$ cat src/rtl/mul_pkg.sv
package mul_pkg;
  typedef enum logic [2:0] {
    MOP_LO   = 3'd0,
    MOP_HSS  = 3'd1,
    MOP_HSU  = 3'd2,
    MOP_HUU  = 3'd3,
    MOP_WORD = 3'd4
  } mop_e;

  function automatic logic op_a_signed(logic [2:0] op);
    return (op == MOP_HSS) || (op == MOP_HSU) || (op == MOP_WORD);
  endfunction

  function automatic logic op_b_signed(logic [2:0] op);
    return (op == MOP_HSS) || (op == MOP_WORD);
  endfunction
endpackage

$ cat src/rtl/mul_opnd_ext.sv
module mul_opnd_ext
  import mul_pkg::*;
#(
  parameter int XLEN = 64,
  parameter int WLEN = 32,
  localparam int OW = XLEN + 1
) (
  input  logic [2:0]      op_i,
  input  logic [XLEN-1:0] a_i,
  input  logic [XLEN-1:0] b_i,
  output logic [OW-1:0]   a_x_o,
  output logic [OW-1:0]   b_x_o
);
  logic a_s, b_s;

  always_comb begin
    a_s = op_a_signed(op_i);
    b_s = op_b_signed(op_i);
    if (op_i == MOP_WORD) begin
      // only the low word of the product is kept, upper operand bits irrelevant
      a_x_o = {{(OW-WLEN){a_i[WLEN-1]}}, a_i[WLEN-1:0]};
      b_x_o = {{(OW-WLEN){b_i[WLEN-1]}}, b_i[WLEN-1:0]};
    end else begin
      a_x_o = {a_s & a_i[XLEN-1], a_i};
      b_x_o = {b_s & b_i[XLEN-1], b_i};
    end
  end
endmodule

$ cat src/rtl/mul_shadd_core.sv
module mul_shadd_core #(
  parameter int OW = 65,
  localparam int PW = 2 * OW,
  localparam int CW = $clog2(OW + 1)
) (
  input  logic          clk_i,
  input  logic          rst_ni,
  input  logic          load_i,
  input  logic [OW-1:0] a_i,
  input  logic [OW-1:0] b_i,
  output logic          busy_o,
  output logic          last_o,
  output logic [PW-1:0] prod_nxt_o
);
  logic [PW-1:0] acc_q, mc_q, addend;
  logic [OW-1:0] mp_q;
  logic [CW-1:0] cnt_q;
  logic          busy_q;

  assign busy_o = busy_q;
  assign last_o = busy_q && (cnt_q == CW'(OW - 1));

  always_comb begin
    addend = '0;
    if (mp_q[0]) addend = last_o ? (~mc_q + 1'b1) : mc_q; // sign bit has negative weight
    prod_nxt_o = acc_q + addend;
  end

  always_ff @(posedge clk_i or negedge rst_ni) begin
    if (!rst_ni) begin
      acc_q  <= '0;
      mc_q   <= '0;
      mp_q   <= '0;
      cnt_q  <= '0;
      busy_q <= 1'b0;
    end else if (!busy_q) begin
      if (load_i) begin
        acc_q  <= '0;
        mc_q   <= {{OW{a_i[OW-1]}}, a_i};
        mp_q   <= b_i;
        cnt_q  <= '0;
        busy_q <= 1'b1;
      end
    end else begin
      acc_q <= prod_nxt_o;
      mc_q  <= {mc_q[PW-2:0], 1'b0};
      mp_q  <= {1'b0, mp_q[OW-1:1]};
      cnt_q <= cnt_q + 1'b1;
      if (last_o) busy_q <= 1'b0;
    end
  end
endmodule

$ cat src/rtl/mul_res_sel.sv
module mul_res_sel
  import mul_pkg::*;
#(
  parameter int XLEN = 64,
  parameter int WLEN = 32,
  localparam int PW = 2 * (XLEN + 1)
) (
  input  logic [2:0]      op_i,
  input  logic [PW-1:0]   prod_i,
  output logic [XLEN-1:0] res_o
);
  always_comb begin
    unique case (op_i)
      MOP_HSS, MOP_HSU, MOP_HUU: res_o = prod_i[2*XLEN-1:XLEN];
      MOP_WORD: res_o = {{(XLEN-WLEN){prod_i[WLEN-1]}}, prod_i[WLEN-1:0]};
      default:  res_o = prod_i[XLEN-1:0];
    endcase
  end
endmodule

$ cat src/rtl/mul_unit.sv
module mul_unit #(
  parameter int XLEN = 64,
  parameter int WLEN = 32,
  localparam int OW = XLEN + 1,
  localparam int PW = 2 * OW
) (
  input  logic            clk_i,
  input  logic            rst_ni,
  input  logic            start_i,
  input  logic [2:0]      op_i,
  input  logic [XLEN-1:0] a_i,
  input  logic [XLEN-1:0] b_i,
  output logic [XLEN-1:0] result_o,
  output logic            done_o
);
  logic [OW-1:0]   a_x, b_x;
  logic [PW-1:0]   prod_nxt;
  logic [XLEN-1:0] res_sel;
  logic [2:0]      op_q;
  logic            busy, last, accept;
  logic [XLEN-1:0] result_q;
  logic            done_q;

  assign accept = start_i && !busy;

  mul_opnd_ext #(.XLEN(XLEN), .WLEN(WLEN)) u_ext (
    .op_i (op_i),
    .a_i  (a_i),
    .b_i  (b_i),
    .a_x_o(a_x),
    .b_x_o(b_x)
  );

  mul_shadd_core #(.OW(OW)) u_core (
    .clk_i     (clk_i),
    .rst_ni    (rst_ni),
    .load_i    (accept),
    .a_i       (a_x),
    .b_i       (b_x),
    .busy_o    (busy),
    .last_o    (last),
    .prod_nxt_o(prod_nxt)
  );

  mul_res_sel #(.XLEN(XLEN), .WLEN(WLEN)) u_sel (
    .op_i  (op_q),
    .prod_i(prod_nxt),
    .res_o (res_sel)
  );

  always_ff @(posedge clk_i or negedge rst_ni) begin
    if (!rst_ni) begin
      op_q     <= '0;
      result_q <= '0;
      done_q   <= 1'b0;
    end else begin
      if (accept) op_q <= op_i;
      done_q <= last;
      if (last) result_q <= res_sel;
    end
  end

  assign result_o = result_q;
  assign done_o   = done_q;
endmodule

$ cat config.mk
export PLATFORM = sky130hd
export DESIGN_NAME = mul_unit
export DESIGN_NICKNAME = d
export VERILOG_FILES = /design/src/rtl/mul_pkg.sv /design/src/rtl/mul_opnd_ext.sv /design/src/rtl/mul_shadd_core.sv /design/src/rtl/mul_res_sel.sv /design/src/rtl/mul_unit.sv
export SDC_FILE = /design/constraint.sdc
export NUM_CORES = 1
export LEC_CHECK = 0
export BUFFER_PORTS_ARGS = -buffer_cell sky130_fd_sc_hd__buf_2
export CORE_MARGIN = 4
export CORE_UTILIZATION = 30
export DETAILED_ROUTE_END_ITERATION = 7
export PLACE_DENSITY = 0.41
export SYNTH_ARGS = -nofsm -noshare
export SYNTH_HDL_FRONTEND = slang
export SYNTH_HIERARCHICAL = 1
export SYNTH_SLANG_ARGS = --single-unit
$ cat constraint.sdc
create_clock -name clk_i -period 10.1 [get_ports clk_i]
set_clock_uncertainty 0.2 [all_clocks]
set_input_delay 0.505 -clock clk_i [delete_from_list [all_inputs] [get_ports clk_i]]
set_output_delay 0.505 -clock clk_i [all_outputs]
set_load 0.005 [all_outputs]
### Word-level counts from Yosys, hierarchy flattened

Cells that the tools add are included.

* add/subtract/negate cells: 3
* divide/modulo/power cells: 0
* $lt $le $gt $ge: 0
* reductions and logical operators: 8
* multiplexer cells: 16
* bitwise gates (word level): 3
* equal/unequal tests: 8
* shift-type cells: 0
* $mul: 0

Operators with widths (number)
* two-way mux 130 bit: 6
* two-way mux 65 bit: 4
* adder 130 x 1 -> 130 bit, second input constant: 1
* adder 130 bit: 1
* NOT 130 bit: 1
* case mux 64 bit (2 select lines): 1
* two-way mux 7 bit: 2
* equality test 3 x 2 -> 1 bit, second input constant: 3
* adder 7 x 1 -> 7 bit, second input constant: 1
* equality test 7 bit, second input constant: 1
* equality test 3 x 1 -> 1 bit, second input constant: 2
* equality test 3 bit, second input constant: 2
* logical OR 1 bit: 3
* two-way mux 1 bit: 3
* OR reduction 3 bit: 1
* AND 1 bit: 2
* logical AND 1 bit: 2
* nonzero test 2 bit: 1
* logical NOT 1 bit: 1

* memories: 0
* ROM bits: 0
* bits in writable memories: 0
* flip-flop bits (word level): 401
* bits of input ports: 134
* latch bits: 0
* word-level logic and storage cells: 46

### Depth between registers and ports, before layout

Gate-level depths: netlist of run 1.

* depth in word-level cells: 7
* depth in mapped cells: 28

### By module

Netlist of run 1, hierarchy kept.

By module, submodules not included
* mul_shadd_core: times used 1, area each 25763.5 µm², cells an instance 3133
* mul_unit: times used 1, area each 2819.0 µm², cells an instance 143
* mul_res_sel: times used 1, area each 1507.7 µm², cells an instance 191
* mul_opnd_ext: times used 1, area each 1179.9 µm², cells an instance 152

### Worst setup path after synthesis of run 1

Ideal clock, no wire load.

* path kind: reg2reg
* from: reg u_core.mc_q[19]
* to: reg result_q[62] (netlist: result_o[62])
* library setup time: 125 ps
* path buffers: 1
* stages on the path, launching flop included: 27
* path slack: 3257 ps
* required time: 9775 ps
* data arrival time: 6518 ps
* cells stage by stage: dfrtp_1 -> or4_4 -> or4_4 -> or4_4 -> or3_1 -> nor3_1 -> nand2_1 -> nor4_1 -> a41oi_1 -> or3_1 -> and3_1 -> ha_1 -> clkbuf_1 -> and3_1 -> nand2_1 -> or2_2 -> nor2_1 -> nand2_1 -> a2111o_1 -> a21oi_1 -> nor2_1 -> o21ai_0 -> a21oi_1 -> xnor2_1 -> nand3b_1 -> nand4_1 -> mux2_2

* longest elaborated chain between the ends: 6

Ends and longest elaborated chain
* from (decl): line mul_shadd_core.sv:15 `logic [PW-1:0] acc_q, mc_q, addend;`
* from (signal assigned): line mul_shadd_core.sv:39 `mc_q <= {{OW{a_i[OW-1]}}, a_i};`
* from (signal assigned): line mul_shadd_core.sv:46 `mc_q <= {mc_q[PW-2:0], 1'b0};`
* NOT 130 bit: line mul_shadd_core.sv:25 `if (mp_q[0]) addend = last_o ? (~mc_q + 1'b1) : mc_q;`
* adder 130 x 1 -> 130 bit: line mul_shadd_core.sv:25
* two-way mux 130 bit (*) (2 in series): line mul_shadd_core.sv:25
* adder 130 bit (*): line mul_shadd_core.sv:26 `prod_nxt_o = acc_q + addend;`
* via prod_nxt[126]: line mul_unit.sv:17 `logic [PW-1:0] prod_nxt;`
* case mux 64 bit (2 select lines) (*): line mul_res_sel.sv:13 `unique case (op_i)`
* via res_sel[62]: line mul_unit.sv:18 `logic [XLEN-1:0] res_sel;`
* to (signal assigned): line mul_unit.sv:59 `if (last) result_q <= res_sel;`
* to (decl): line mul_unit.sv:21 `logic [XLEN-1:0] result_q;`

The timed path passes the listed nets; every way through them passes the cells marked *.
A chain may end at the register's enable or synchronous reset.

### Worst setup path in the final report of run 1

* from: reg u_core.mc_q[19]
* to: reg result_q[48] (netlist: result_o[48])

The elaborated chain is that of the path after synthesis.

==> results.sh, run 1 <==
export IMPL_status="completed"
export IMPL_power_per_cell_area_mw_per_mm2=302
export IMPL_critPathKind="reg2reg"
export IMPL_stdcell_count=5003
export IMPL_cp_common_cell="or4_4"
export IMPL_timing_rr_start="u_core/mc_q[19]"
export IMPL_drive_gt1_share_pct=12.3
export IMPL_r2r_end="result_o[48]"
export IMPL_viasPerCell=5.43
export IMPL_slew_headroom_pct=23.2
export IMPL_clkLatencyLatePin_ns=0.64
export IMPL_post_cts_setup_buffer_count=0
export IMPL_hpwl_microns=91500
export IMPL_netlist_instances=3566
export IMPL_holdBufCountCts=64
export IMPL_critPathMaxStageDelay_ns=0.98
export IMPL_dp_cells=4846
export IMPL_h_tree_depth=2
export IMPL_gp_congestion=0.910
export IMPL_grt_pass1_wl_microns=180000
export IMPL_whs_ns=0.0350
export IMPL_hold_violations=0
export IMPL_grt_max_degree=130
export IMPL_p_switching_uw=4900
export IMPL_worstHoldPathType="in2reg"
export IMPL_min_to="u_core/mp_q[31]"
export IMPL_clk_path_buf_depth=3
export IMPL_n_fill_cell=10900
export IMPL_totalWireLength_microns=120000
export IMPL_finalCriticalPeriod_ns=8.72
export IMPL_die_x_microns=329
export IMPL_cp_data_required_time_ns=10.43
export IMPL_fmax_mhz=115
export IMPL_cp_max_fo=6
export IMPL_fin_util_pct=33.9
export IMPL_antenna_found_initial=5
export IMPL_fin_total_pwr_uw=10400
export IMPL_drt_first_pass_iters=5
export IMPL_hp_start="b_i[31]"
export IMPL_syn_area_sq_mm=0.0308
export IMPL_rsz0062_at_grt="false"
export IMPL_port_buffers=198
export IMPL_reg2reg_depth=24
export IMPL_intPower_uw=5530
export IMPL_worst_setup_path_start_kind="flop"
export IMPL_cp_end_kind="flop"
export IMPL_dr_total_vias=27200
export IMPL_die_area_sq_mm=0.108
export IMPL_seq_power_share_pct=28.1
export IMPL_dr_first_iter_drc_count=1908
export IMPL_drc=0
export IMPL_initial_utilization_pct=30.3
export IMPL_ios=199
export IMPL_cts_root_buffer="clkbuf_16"
export IMPL_power_frac_comb_pct=53.2
export IMPL_track_usage_pct=21.8
export IMPL_reg2reg_slack_ns=1.38
export IMPL_final_net_count=3863
export IMPL_cts_tree="done"
export IMPL_cap_violations=0
export IMPL_hold_depth=3
export IMPL_routedWlPerCell_microns=24.0
export IMPL_crit_chain="or4_4 -> or4_4 -> or4_4 -> or3_1 -> nor3_1 -> nand2_1 -> nor2_1 -> a31oi_1 -> xor2_1 -> and2_1 -> ha_1 -> nand2_1 -> or4_1 -> nor3_1 -> a21oi_1 -> o311ai_0 -> nor2_1 -> o31ai_1 -> a221oi_1 -> o211ai_1 -> xnor2_1 -> nand3b_1 -> nand4_1 -> mux2_4"
export IMPL_dieHeight_microns=329
export IMPL_numCtsBuffers=53
export IMPL_synth_warnings=6
export IMPL_cts_sinks=397
export IMPL_setup_viol=0
export IMPL_cpMaxStageDelayCell="o31ai_1"
export IMPL_ir_drop_uv=168
export IMPL_power_share_clock_pct=18.7
export IMPL_p_leak_uw=0.0153
export IMPL_power_share_switching_pct=47.0
export IMPL_syn_nets=3832
export IMPL_cts_resized=0
export IMPL_worst_slew_pin_slew_ns=1.14
export IMPL_area_delta_synth_final_pct=12.2
export IMPL_final_max_slew_viol_count=0
export IMPL_fin_crit_sh_pct=86.3
export IMPL_overflow=0
export IMPL_fin_setup_tns_ns=0
export IMPL_crit_arrival_ns=9.04
export IMPL_rows=117
export IMPL_core_area_sq_mm=0.102
export IMPL_avgSynthCellArea_sq_um=8.65
export IMPL_critPathTopFamily="simple AND/OR/NAND/NOR gates"
export IMPL_crit_buf_inv=0
export IMPL_detail_route_antenna_nets=0
export IMPL_grt_pass1_vias=26900
export IMPL_clkTransAtPathRegs_ns=0.06
placed cells by master, fill, tap and decap left out, types with 112 or more instances in the layout:
master	instances
nand2_1	364
o21ai_0	362
and2_1	112
buf_2	197
ha_1	131
nor2_1	134
a22o_1	127
xnor2_1	139
dfrtp_1	394
a21oi_1	284
a21o_1	121
mux2i_1	130
through the flow:
step	instance area, sq um	worst slack, ns
6_report	34600	1.38
5_1_grt	34600	0.975
4_1_cts	34600	1.47
3_5_place_dp	32200	1.49
3_3_place_gp	32200	1.48
2_1_floorplan	30800	3.26
state kept, by name (all words and copies together) (netlist names):
name,cells
u_core/busy_o,1
u_core/cnt_q,7
done_o,1
u_core/mc_q,128
op_q,3
u_core/mp_q,65
u_core/acc_q,128
result_o,64
worst register-to-register path, cell delays in order, from the launching register on:
cell and delay, ns:
dfrtp_1 0.44, or4_4 0.56, or4_4 0.45, or4_4 0.55, or3_1 0.36, nor3_1 0.32, nand2_1 0.19, nor2_1 0.18
a31oi_1 0.13, xor2_1 0.40, and2_1 0.25, ha_1 0.30, nand2_1 0.19, or4_1 0.55, nor3_1 0.53, a21oi_1 0.14
o311ai_0 0.17, nor2_1 0.18, o31ai_1 0.98, a221oi_1 0.46, o211ai_1 0.44, xnor2_1 0.14, nand3b_1 0.09, nand4_1 0.12
mux2_4 0.31
power by group through the flow:
stage | logic (uW) | registers (uW) | clock network (uW)
final | 5550 | 2930 | 1950
after CTS | 5570 | 2930 | 2030
after global routing | 6100 | 3020 | 2080
after detailed placement | 5540 | 2940 | 0
after global placement | 5550 | 2960 | 0
after floorplan | 4070 | 2590 | 0
worst max path at each step:
stage / start / endpoint / slack (ns) / cells after the start
global placement: u_core/mc_q[19] / result_o[48] / 1.48 / 24
global route: u_core/mc_q[3] / result_o[48] / 0.98 / 23
finish: u_core/mc_q[19] / result_o[48] / 1.38 / 24
floorplan: u_core/mc_q[19] / result_o[62] / 3.26 / 26
CTS: u_core/mc_q[19] / result_o[48] / 1.47 / 24
detailed placement: u_core/mc_q[19] / result_o[48] / 1.49 / 24
per-layer routing:
layer,routed length [microns],global-route usage [%]
met1,58400,31.4
met2,52500,33.7
met3,6080,3.42
met4,3140,5.74
met5,24,0
area by class of cell:
type	count	area (sq um)	share of cell area (%)
clock inverters	15	183	0.528
clock buffers	77	1580	4.57
flip-flops and latches	397	9940	28.8
inverters	53	204	0.590
repair buffers	294	1890	5.48
well taps	1368	1710	4.95
diodes	1	2.50	0.00724
multi-input cells	2798	19100	55.1
Note: power is estimated with default switching activity, not from simulation.
==> inputs of run 2 (changes only) <==
==> constraint.sdc (replaced) <==
create_clock -name clk_i -period 10.1 [get_ports clk_i]
set_clock_uncertainty 0.2 [all_clocks]
set_input_delay 1.01 -clock clk_i [delete_from_list [all_inputs] [get_ports clk_i]]
set_output_delay 1.01 -clock clk_i [all_outputs]
set_load 0.005 [all_outputs]
==> results.sh, run 2 (synthesized netlist as in run 1, its figures left out) <==
export IMPL_grt_pass1_wl_microns=179000
export IMPL_track_usage_pct=21.7
export IMPL_hold_violations=0
export IMPL_critPathMaxStageDelay_ns=0.96
export IMPL_fin_crit_sh_pct=85.9
export IMPL_crit_cells=24
export IMPL_n_fill_cell=10900
export IMPL_dr_total_vias=27000
export IMPL_area_delta_synth_final_pct=10.1
export IMPL_cts_resized=0
export IMPL_slew_headroom_pct=25.1
export IMPL_setup_viol=0
export IMPL_finalCriticalPeriod_ns=8.67
export IMPL_ir_drop_uv=173
export IMPL_final_max_slew_viol_count=0
export IMPL_worst_slew_pin_slew_ns=1.11
export IMPL_critPathKind="reg2reg"
export IMPL_multiInputGateArea_sq_mm=0.0191
export IMPL_gp_congestion=0.910
export IMPL_cts_tree="done"
export IMPL_critPathTopFamily="simple AND/OR/NAND/NOR gates"
export IMPL_cpMaxStageDelayCell="o31ai_1"
export IMPL_ff_latch_area_sq_mm=0.00994
export IMPL_cp_data_required_time_ns=10.43
export IMPL_die_area_sq_mm=0.108
export IMPL_h_tree_depth=2
export IMPL_crit_buf_inv=0
export IMPL_numCtsBuffers=53
export IMPL_antenna_found_initial=6
export IMPL_dieHeight_microns=329
export IMPL_core_area_sq_mm=0.102
export IMPL_totalWireLength_microns=120000
export IMPL_layout_commonest_cell="dfrtp_1"
export IMPL_crit_arrival_ns=9.00
export IMPL_port_buffers=198
export IMPL_ios=199
export IMPL_initial_utilization_pct=30.3
export IMPL_rsz0062_at_grt="false"
export IMPL_drive_gt1_share_pct=12.5
export IMPL_fmax_mhz=115
export IMPL_stdcell_count=4941
export IMPL_mostFrequentLayoutCells="dfrtp_1 (394), nand2_1 (364), o21ai_0 (362)"
export IMPL_p_leak_uw=0.0150
export IMPL_clkTransAtPathRegs_ns=0.06
export IMPL_reg_top3="u_core/acc_q: 128 flops, u_core/mc_q: 128 flops, u_core/mp_q: 65 flops"
export IMPL_overflow=0
export IMPL_drt_first_pass_iters=5
export IMPL_grt_max_degree=130
export IMPL_cap_violations=0
export IMPL_detail_route_antenna_nets=0
export IMPL_die_x_microns=329
export IMPL_viasPerCell=5.47
export IMPL_holdBufCountCts=0
export IMPL_cts_root_buffer="clkbuf_16"
export IMPL_dp_cells=4846
export IMPL_worst_setup_path_start_kind="flop"
export IMPL_power_per_cell_area_mw_per_mm2=307
export IMPL_grt_pass1_vias=26600
export IMPL_reg2reg_depth=24
export IMPL_clk_path_buf_depth=3
export IMPL_worstHoldPathType="in2async"
export IMPL_cp_max_fo=6
export IMPL_cts_sinks=397
export IMPL_dr_first_iter_drc_count=2090
export IMPL_status="completed"
export IMPL_crit_chain="or4_4 -> or4_4 -> or4_4 -> or3_1 -> nor3_1 -> nand2_1 -> nor2_1 -> a31oi_1 -> xor2_1 -> and2_1 -> ha_1 -> nand2_1 -> or4_1 -> nor3_1 -> a21oi_1 -> o311ai_0 -> nor2_1 -> o31ai_1 -> a221oi_1 -> o211ai_1 -> xnor2_1 -> nand3b_1 -> nand4_1 -> mux2_4"
export IMPL_fin_setup_tns_ns=0
export IMPL_cp_end_kind="flop"
export IMPL_routedWlPerCell_microns=24.2
export IMPL_drc=0
export IMPL_hpwl_microns=91500
export IMPL_rows=117
export IMPL_final_net_count=3799
export IMPL_clkLatencyLatePin_ns=0.64
export IMPL_cp_common_cell="or4_4"
export IMPL_post_cts_setup_buffer_count=0
run 2: layer usage:
layer / share of wire, % / global-route usage [%] / vias to the layer above / wire (microns)
met1: 49 / 31.3 / 13400 / 58100
met4: 2.6 / 5.67 / 4 / 3080
met3: 5.0 / 3.53 / 133 / 6030
li1: - / - / 12900 / -
met2: 44 / 33.5 / 674 / 52500
met5: 0.020 / 0 / - / 24
run 2: area by class of cell:
class                           instances  area share (%)
Clock inverter                         15           0.538
Multi-Input combinational cell       2798            56.2
Clock buffer                           77            4.65
Timing Repair Buffer                  230            3.69
Antenna cell                            3          0.0221
Inverter                               53           0.601
Tap cell                             1368            5.04
Sequential cell                       397            29.3
run 2: worst paths after layout:
kind / slack, ns / from / end
setup / recovery: 1.43 / u_core/mc_q[19] / result_o[48]
hold / removal: 0.19 / rst_ni / u_core/mp_q[51]
setup reg to reg: 1.43 / u_core/mc_q[19] / result_o[48]
hold reg to reg: 0.27 / u_core/mp_q[1] / u_core/mp_q[0]
max in group asynchronous: 7.57 / rst_ni / u_core/mc_q[120]
min in group clk_i: 0.27 / u_core/mp_q[1] / u_core/mp_q[0]
run 2: report_power, final:
group	switching [uW]	internal, uW	total, uW
sequential	737	2190	2930
clock	774	1170	1950
combinational	3390	2150	5540
run 2: stage by stage:
step	setup slack, ns	util, %	power [uW]	hold slack, ns	instance area, sq um
after floorplan	3.26	-	6660	0.250	30800
after global placement	1.48	31.6	8510	0.263	32200
after detailed placement	1.49	31.6	8480	0.268	32200
after CTS	1.47	33.3	10500	0.201	33900
after global routing	0.975	33.3	11200	0.230	33900
final	1.43	33.3	10400	0.190	33900
